## src/rtl/arb_pkg.sv

```systemverilog
package arb_pkg;
  typedef enum logic [1:0] {
    ST_IDLE = 2'd0,
    ST_HOLD = 2'd1,
    ST_GAP  = 2'd2
  } arbState_t;

  // strobes from control to datapath, applied at the next edge
  typedef struct packed {
    logic grantCpu;
    logic grantDma;
    logic dropBus;
  } arbStrobe_t;
endpackage

```

## src/rtl/arb_dpath.sv

```systemverilog
module arb_dpath
  import arb_pkg::*;
#(
  parameter bit TIE_DMA_FIRST = 1'b0
) (
  input  logic       clk,
  input  logic       rstN,
  input  arbStrobe_t strobe,
  input  logic       burstMode,
  output logic       cpuGnt,
  output logic       dmaGnt,
  output logic       busSel,
  output logic       lastDma,
  output logic       burstHeld
);
  // lastDma=1 makes the processor win the next tie
  localparam logic LAST_RESET = ~TIE_DMA_FIRST;

  always_ff @(posedge clk) begin
    if (!rstN) begin
      cpuGnt    <= 1'b0;
      dmaGnt    <= 1'b0;
      busSel    <= 1'b0;
      lastDma   <= LAST_RESET;
      burstHeld <= 1'b0;
    end else if (strobe.grantCpu) begin
      cpuGnt  <= 1'b1;
      dmaGnt  <= 1'b0;
      busSel  <= 1'b0;
      lastDma <= 1'b0;
    end else if (strobe.grantDma) begin
      cpuGnt    <= 1'b0;
      dmaGnt    <= 1'b1;
      busSel    <= 1'b1;
      lastDma   <= 1'b1;
      burstHeld <= burstMode;
    end else if (strobe.dropBus) begin
      cpuGnt <= 1'b0;
      dmaGnt <= 1'b0;
    end
  end

  a_r1_exclusive: assert property (@(posedge clk) disable iff (!rstN)
    !(cpuGnt && dmaGnt));
  a_r10_sel_dma: assert property (@(posedge clk) disable iff (!rstN)
    dmaGnt |-> busSel);
  a_r10_sel_cpu: assert property (@(posedge clk) disable iff (!rstN)
    cpuGnt |-> !busSel);
  a_r7_no_cpu_to_dma: assert property (@(posedge clk) disable iff (!rstN)
    cpuGnt |=> !dmaGnt);
  a_r7_no_dma_to_cpu: assert property (@(posedge clk) disable iff (!rstN)
    dmaGnt |=> !cpuGnt);
endmodule

```

## src/rtl/arb_ctrl.sv

```systemverilog
module arb_ctrl
  import arb_pkg::*;
#(
  parameter int GAP_CYCLES = 1
) (
  input  logic       clk,
  input  logic       rstN,
  input  logic       cpuReq,
  input  logic       cpuBeatDone,
  input  logic       dmaReq,
  input  logic       dmaBeatDone,
  input  logic       dmaBlockEnd,
  input  logic       cpuGnt,
  input  logic       dmaGnt,
  input  logic       lastDma,
  input  logic       burstHeld,
  output arbStrobe_t strobe
);
  localparam int GAP_W = (GAP_CYCLES > 1) ? $clog2(GAP_CYCLES) : 1;

  arbState_t state, nextState;
  logic gapToDma, nextGapToDma;
  logic loadGap, gapDone;
  logic cpuEdge, dmaEdge, atBoundary, selfReq, otherReq, targetReq;

  assign cpuEdge    = cpuBeatDone || !cpuReq;
  assign dmaEdge    = !dmaReq || (dmaBeatDone && (!burstHeld || dmaBlockEnd));
  assign atBoundary = cpuGnt ? cpuEdge : dmaEdge;
  assign selfReq    = cpuGnt ? cpuReq : dmaReq;
  assign otherReq   = cpuGnt ? dmaReq : cpuReq;
  assign targetReq  = gapToDma ? dmaReq : cpuReq;

  generate
    if (GAP_CYCLES > 1) begin : g_gapCount
      logic [GAP_W-1:0] gapCnt;
      always_ff @(posedge clk) begin
        if (!rstN)             gapCnt <= '0;
        else if (loadGap)      gapCnt <= GAP_W'(GAP_CYCLES - 1);
        else if (gapCnt != '0) gapCnt <= gapCnt - 1'b1;
      end
      assign gapDone = (gapCnt == '0);
    end else begin : g_gapSingle
      assign gapDone = 1'b1;
    end
  endgenerate

  always_comb begin
    strobe       = '0;
    nextState    = state;
    nextGapToDma = gapToDma;
    loadGap      = 1'b0;
    unique case (state)
      ST_IDLE: begin
        if (cpuReq && dmaReq) begin
          if (lastDma) strobe.grantCpu = 1'b1;
          else         strobe.grantDma = 1'b1;
          nextState = ST_HOLD;
        end else if (cpuReq) begin
          strobe.grantCpu = 1'b1;
          nextState = ST_HOLD;
        end else if (dmaReq) begin
          strobe.grantDma = 1'b1;
          nextState = ST_HOLD;
        end
      end
      ST_HOLD: begin
        if (atBoundary) begin
          if (otherReq) begin
            strobe.dropBus = 1'b1;
            nextGapToDma   = cpuGnt;
            loadGap        = 1'b1;
            nextState      = ST_GAP;
          end else if (selfReq) begin
            // re-arbitration won by the same owner; refresh its grant
            if (cpuGnt) strobe.grantCpu = 1'b1;
            else        strobe.grantDma = 1'b1;
          end else begin
            strobe.dropBus = 1'b1;
            nextState      = ST_IDLE;
          end
        end
      end
      ST_GAP: begin
        if (gapDone) begin
          if (targetReq) begin
            if (gapToDma) strobe.grantDma = 1'b1;
            else          strobe.grantCpu = 1'b1;
            nextState = ST_HOLD;
          end else if (cpuReq || dmaReq) begin
            if (gapToDma) strobe.grantCpu = 1'b1;
            else          strobe.grantDma = 1'b1;
            nextState = ST_HOLD;
          end else begin
            nextState = ST_IDLE;
          end
        end
      end
      default: nextState = ST_IDLE;
    endcase
  end

  always_ff @(posedge clk) begin
    if (!rstN) begin
      state    <= ST_IDLE;
      gapToDma <= 1'b0;
    end else begin
      state    <= nextState;
      gapToDma <= nextGapToDma;
    end
  end

  a_r2_idle_latency: assert property (@(posedge clk) disable iff (!rstN)
    (state == ST_IDLE && (cpuReq || dmaReq)) |=> (cpuGnt || dmaGnt));
  a_r3_tie_to_cpu: assert property (@(posedge clk) disable iff (!rstN)
    (state == ST_IDLE && cpuReq && dmaReq && lastDma) |=> cpuGnt);
  a_r4_cpu_hold: assert property (@(posedge clk) disable iff (!rstN)
    (cpuGnt && cpuReq && !cpuBeatDone) |=> cpuGnt);
  a_r5_burst_hold: assert property (@(posedge clk) disable iff (!rstN)
    (dmaGnt && burstHeld && dmaReq && !(dmaBeatDone && dmaBlockEnd)) |=> dmaGnt);
  a_r6_steal_release: assert property (@(posedge clk) disable iff (!rstN)
    (dmaGnt && !burstHeld && dmaBeatDone && cpuReq) |=> (!dmaGnt && !cpuGnt));
  a_r11_idle_release: assert property (@(posedge clk) disable iff (!rstN)
    ((cpuGnt || dmaGnt) && !cpuReq && !dmaReq) |=> (!cpuGnt && !dmaGnt));
endmodule

```

## src/rtl/bus_share_arb.sv

```systemverilog
module bus_share_arb
  import arb_pkg::*;
#(
  parameter int GAP_CYCLES    = 1,
  parameter bit TIE_DMA_FIRST = 1'b0
) (
  input  logic clk,
  input  logic rstN,
  input  logic cpuReq,
  input  logic cpuBeatDone,
  input  logic dmaReq,
  input  logic dmaBeatDone,
  input  logic dmaBlockEnd,
  input  logic burstMode,
  output logic cpuGnt,
  output logic dmaGnt,
  output logic busSel
);
  arbStrobe_t strobe;
  logic lastDma, burstHeld;

  arb_ctrl #(.GAP_CYCLES(GAP_CYCLES)) uCtrl (
    .clk(clk), .rstN(rstN),
    .cpuReq(cpuReq), .cpuBeatDone(cpuBeatDone),
    .dmaReq(dmaReq), .dmaBeatDone(dmaBeatDone), .dmaBlockEnd(dmaBlockEnd),
    .cpuGnt(cpuGnt), .dmaGnt(dmaGnt),
    .lastDma(lastDma), .burstHeld(burstHeld),
    .strobe(strobe)
  );

  arb_dpath #(.TIE_DMA_FIRST(TIE_DMA_FIRST)) uDpath (
    .clk(clk), .rstN(rstN),
    .strobe(strobe), .burstMode(burstMode),
    .cpuGnt(cpuGnt), .dmaGnt(dmaGnt), .busSel(busSel),
    .lastDma(lastDma), .burstHeld(burstHeld)
  );
endmodule

```

## config.mk

```make
export PLATFORM = sky130hd
export DESIGN_NAME = bus_share_arb
export DESIGN_NICKNAME = d
export VERILOG_FILES = /design/src/rtl/arb_pkg.sv /design/src/rtl/arb_dpath.sv /design/src/rtl/arb_ctrl.sv /design/src/rtl/bus_share_arb.sv
export SDC_FILE = /design/constraint.sdc
export NUM_CORES = 1
export LEC_CHECK = 0
export ABC_AREA = 0
export BUFFER_PORTS_ARGS = -buffer_cell sky130_fd_sc_hd__buf_4
export CORE_AREA = 3 3 40 42
export DETAILED_ROUTE_END_ITERATION = 8
export DIE_AREA = 0 0 43 45
export GPL_TIMING_DRIVEN = 0
export PLACE_DENSITY = 0.57
export SLEW_MARGIN = 20
export SYNTH_ARGS = -nofsm -noshare
export SYNTH_HDL_FRONTEND = slang
export SYNTH_SLANG_ARGS = --single-unit
```

## constraint.sdc

```tcl
create_clock -name clk -period 2.47 [get_ports clk]
set_input_delay 0.247 -clock clk [delete_from_list [all_inputs] [get_ports clk]]
set_output_delay 0.247 -clock clk [all_outputs]
set_load 0.03 [all_outputs]
```

# Word-level counts from Yosys, hierarchy flattened
# Index checks and enable logic that the tools add are counted.
[totals]
input_bits = 8
register_bits = 8
[classes]
mux = 38
n_reduce_logical = 17
n_eq_ne = 5
bitwise = 2
[ops]
columns = ["cell", "n"]
rows = [
  ["two-way mux 2 bit", 12],
  ["two-way mux 1 bit", 23],
  ["case mux 2 bit (3 select lines)", 2],
  ["AND reduction 3 bit", 2],
  ["logical OR 1 bit", 4],
  ["inequality test 4 x 3 -> 1 bit, second input constant", 1],
  ["nonzero test 2 bit", 2],
  ["zero test 1 bit", 3],
  ["two-way mux 3 bit", 1],
  ["inequality test 3 bit, second input constant", 1],
  ["nonzero test 3 bit", 1],
  ["== test 2 x 1 -> 1 bit, second input constant", 1],
  ["== test 2 bit, second input constant", 1],
  ["logical AND 1 bit", 2],
  ["zero test 2 bit", 1],
  ["inequality test 2 x 1 -> 1 bit, second input constant", 1],
  ["inverter 1 bit", 2],
  ["AND reduction 2 bit", 1],
  ["OR reduction 2 bit", 1],
]

# Depth between registers and ports, before layout
[logic_depth]
depth_word = 10
depth_mapped = 4
ltp_nobuf = 4

# Hierarchy
# Synthesis repeated with hierarchy kept, for this count alone.
[unflattened]
cells_unflattened = 52
hier_area_um2 = 455.4
[modules_own_cells]
columns = ["module", "cells_each", "instances", "area_per_inst_um2", "seq_area_each_um2"]
rows = [
  ["arb_ctrl", 33, 1, 271.5, 60.1],
  ["arb_dpath", 19, 1, 183.9, 100.1],
]

# Worst setup path after synthesis
# Ideal clock, no wire load.
[synth_timing]
kind = "register to register"
startpoint = "reg uDpath.cpuGnt"
endpoint = "reg uDpath.dmaGnt"
required_time_ps = 2354
synth_period_minus_slack_ps = 1330
setup_slack_ps = 1140
stages_incl_launch_ff = 4
t_arrival_ps = 1214
path_cell_list = "dfxtp_1 nor3b_1 a41o_2 o211a_1"
[synth_between]
elab_chain_cells = 6
word_cells_on_any_way = 15
[synth_rtl]
columns = ["element", "line_no", "text"]
rows = [
  ["from (decl)", "arb_dpath.sv:10", "output logic cpuGnt,"],
  ["from (signal assigned)", "arb_dpath.sv:21", "cpuGnt <= 1'b0;"],
  ["from (signal assigned)", "arb_dpath.sv:27", "cpuGnt <= 1'b1;"],
  ["from (signal assigned)", "arb_dpath.sv:32", "cpuGnt <= 1'b0;"],
  ["two-way mux 1 bit, on equally long branches", "arb_ctrl.sv:75, arb_ctrl.sv:29", ""],
  ["two-way mux 2 bit or two-way mux 1 bit (tied branches)", "arb_ctrl.sv:73", "end else if (selfReq) begin"],
  ["two-way mux 2 bit or two-way mux 1 bit (tied branches)", "arb_ctrl.sv:68", "if (otherReq) begin"],
  ["two-way mux 3 bit *", "arb_ctrl.sv:67", "if (atBoundary) begin"],
  ["case mux 2 bit (3 select lines) or two-way mux 1 bit (tied branches)", "arb_ctrl.sv:52", "unique case (state)"],
  ["two-way mux 1 bit, or another cell as far along", "arb_dpath.sv:31", "end else if (strobe.grantDma) begin"],
  ["to (signal assigned)", "arb_dpath.sv:28", "dmaGnt <= 1'b0;"],
  ["to (signal assigned)", "arb_dpath.sv:33", "dmaGnt <= 1'b1;"],
  ["to (signal assigned)", "arb_dpath.sv:39", "dmaGnt <= 1'b0;"],
  ["to (decl)", "arb_dpath.sv:11", "output logic dmaGnt,"],
]
# Every way passes the cells marked *; elsewhere a longest branch is shown, timed or not.
# A chain may end at the register's enable or synchronous reset.

# Worst setup path after layout
[layout_timing]
startpoint = "reg uCtrl.state[1]"
endpoint = "reg uDpath.burstHeld"
[layout_between]
elab_chain_cells = 4
word_cells_on_any_way = 6
[layout_rtl]
columns = ["element", "line_no", "text"]
rows = [
  ["from (decl)", "arb_ctrl.sv:21", "arbState_t state, nextState;"],
  ["from (signal assigned)", "arb_ctrl.sv:107", "state <= nextState;"],
  ["== test 2 bit, or another cell as far along", "arb_ctrl.sv:52", ""],
  ["case mux 2 bit (3 select lines) *", "arb_ctrl.sv:52", ""],
  ["inverter 1 bit (no source line)", "-", ""],
  ["AND reduction 2 bit (no source line) *", "-", ""],
  ["to (signal assigned)", "arb_dpath.sv:36", "burstHeld <= burstMode;"],
  ["to (decl)", "arb_dpath.sv:14", "output logic burstHeld"],
]
# Marks and branches as above.

==> impl_metrics.env <==
export IMPL_outcome="finished, final reports clean"
export IMPL_numPortBuffers=9
export IMPL_report_final_slew_viol_count=0
export IMPL_grt_usage_pct=11.7
export IMPL_pin_count=11
export IMPL_clock_insertion_delay_worst_skew_ns=0.25
export IMPL_postCtsHoldBufs=0
export IMPL_worst_clock_skew_ns=0.00169
export IMPL_cts_resized_gates=0
export IMPL_wl_per_cell_um=12.7
export IMPL_ys_seq_area_share_pct=36.6
export IMPL_worstMarginPinSlew_ns=0.363
export IMPL_rsz0062_at_grt="false"
export IMPL_ys_warnings_count=0
export IMPL_grt_pass1_vias=389
export IMPL_synthDistinctLibCells=28
export IMPL_hold_viol=0
export IMPL_grt_max_degree=11
export IMPL_drc=0
export IMPL_clkSinkCount=8
export IMPL_core_um2=1280
export IMPL_fmax_mhz=741
export IMPL_postSynthAreaPerCell_um2=8.59
export IMPL_reg2reg_setup_slack_ns=1.12
export IMPL_slowest_stage="a311oi_2"
export IMPL_drtAntennaViolNets=0
export IMPL_maxCapViolCount=0
export IMPL_dieArea_um2=1940
export IMPL_path_cells="or2_1, a311oi_2, a41oi_1, mux2i_1"
export IMPL_clk_pin_slew_ns=0.06
export IMPL_grt_pass1_wl_um=1730
export IMPL_gp_congestion=0.728
export IMPL_power_density_nw_per_um2=598
export IMPL_period_share_pct=54.6
export IMPL_die_w_um=43
export IMPL_synthesis_area_um2=438
export IMPL_n_fill_cell=137
export IMPL_cp_max_fo=6
export IMPL_crit_path_end_kind="flip-flop"
export IMPL_grt_overflow=0
export IMPL_drive_gt1_share_pct=25.4
export IMPL_start_util_pct=34.1
export IMPL_setup_viol=0
export IMPL_n_antenna_cell=0
export IMPL_routed_wl_um=992
export IMPL_period_needed_ns=1.35
export IMPL_slew_limit_headroom_pct=75.8
export IMPL_num_rows=13
export IMPL_vdd_drop_max_v=0.000259
export IMPL_cts_buffers=3
export IMPL_crit_arrival_ns=1.48
export IMPL_synth_seq_cells=8
export IMPL_post_drt_via_cell_ratio=5.28
export IMPL_grt_use_met2_pct=18.3
export IMPL_drtIter0Drc=5
export IMPL_cp_slowest_stage_delay_ns=0.35
export IMPL_cts_tree="yes"
export IMPL_multiInputGateArea_um2=262
export IMPL_met3_usage_pct=1.20
export IMPL_tns_ns=0
export IMPL_start_kind="flip-flop"
export IMPL_grt_busiest_layer="met2"
export IMPL_synth_cells=51
export IMPL_regArea_um2=160
export IMPL_critPathRequiredTime_ns=2.60
export IMPL_grt_antenna_before_repair=0
export IMPL_vias=412
export IMPL_final_common_cell="buf_4"
export IMPL_dp_hpwl_um=782
export IMPL_clock_path_buffers=2
export IMPL_die_height_um=45
export IMPL_areaGrowthSynthToFinish_pct=24.9
export IMPL_drt_pass1_iter_count=4
export IMPL_leakagePower_uw=0.000249
export IMPL_worstHoldPathType="input pin to flip-flop"
export IMPL_met1_usage_pct=16.3
export IMPL_total_power_uw=327
export IMPL_path_delay_family="compound AO/OA/AOI/OAI gates"
export IMPL_clk_root_buffer_cell="clkbuf_4"
export IMPL_path_class="flip-flop to flip-flop"
export IMPL_synth_fp_nets=59
export IMPL_layout_common_cells="9 x buf_4, 8 x dfxtp_1, 7 x nand2_1"
export IMPL_nNetsFinal=73
export IMPL_htree_num_levels=1
export IMPL_cts_setup_buffers=0
export IMPL_crit_buf_inv=0
[synth_stat cells (all sizes together)]
cell	n	area [um^2]
nor2	2	7.51
dfxtp	8	160
a41oi	1	8.76
or3b	1	8.76
a211o	1	8.76
inv	3	11.3
a2bb2oi	1	8.76
o31ai	1	7.51
and3b	1	10.0
a311oi	1	15.0
nand3b	1	7.51
buf	1	5.00
a31oi	1	6.26
a311o	1	10.0
a211oi	1	7.51
nor3b	1	7.51
nand2b	3	18.8
a21boi	1	7.51
mux2i	1	10.0
nand3	1	5.00
or2	1	6.26
o211a	2	20.0
nand2	7	26.3
a41o	1	11.3
a21oi	5	25.0
a21o	1	7.51
o21ai	2	10.0
[cell type report]
class / instances / share of cell area, %
inverter: 3 / 2.06
clock buffer: 3 / 4.12
sequential: 8 / 29.3
tap: 15 / 3.43
timing repair buffer: 9 / 12.4
multi-input combinational: 39 / 47.8
buffer: 1 / 0.915
[tightest hold or removal path, stage by stage]
cell,delay (ns)
buf_4,0.11
nand2_1,0.04
mux2i_1,0.05
[cell families (layout without fill, tap and decap cells)]
family | count (synthesis) | after routing | synth area share (%)
DFF | 8 | 8 | 36.6
buffers and inverters | 4 | 16 | 3.71
muxes | 1 | 1 | 2.29
AOI/OAI and AO/OA | 20 | 20 | 35.1
and+or+nand+nor | 18 | 18 | 22.3
[metal layers]
layer | wire, um | vias to the layer above
met5 | 0 | -
met4 | 0 | 0
li1 | - | 218
met2 | 482 | 8
met3 | 34 | 0
met1 | 475 | 186
[through the flow]
stage | std cells | hold slack, ns | utilization [%] | cell area, um^2 | setup slack (ns)
6_report | 78 | 0.246 | 42.6 | 547 | 1.12
3_3_place_gp | 75 | 0.447 | 40.8 | 524 | 1.13
3_5_place_dp | 75 | 0.459 | 40.8 | 524 | 1.12
5_1_grt | 78 | 0.255 | 42.6 | 547 | 1.01
4_1_cts | 78 | 0.240 | 42.6 | 547 | 1.12
2_1_floorplan | 51 | 0.376 | - | 438 | 1.14
[state kept, by name, indices dropped and copies added (netlist names)]
name / cells
uDpath.cpuGnt: 1
uDpath.burstHeld: 1
uCtrl.state: 2
uCtrl.gapToDma: 1
uDpath.busSel: 1
uDpath.dmaGnt: 1
uDpath.lastDma: 1
[path summary, 6_finish.rpt]
kind / from / endpoint / depth (start not counted)
worst min-delay path: burstMode / uDpath.burstHeld$_SDFFE_PN0P_ / 3
worst max register to register: uCtrl.state[1]$_SDFFE_PN0P_ / uDpath.burstHeld$_SDFFE_PN0P_ / 4
worst max-delay path: uCtrl.state[1]$_SDFFE_PN0P_ / uDpath.burstHeld$_SDFFE_PN0P_ / 4
worst min register to register: uDpath.burstHeld$_SDFFE_PN0P_ / uDpath.burstHeld$_SDFFE_PN0P_ / 2
[power breakdown]
group	leakage [uW]	switching (uW)	internal [uW]
sequential	0.0000658	10.6	140
clock	0.0000138	44.1	55.6
combinational	0.000170	40.5	36.4
total	0.000249	95.2	232
No activity file was read; power rests on OpenSTA's default activity.
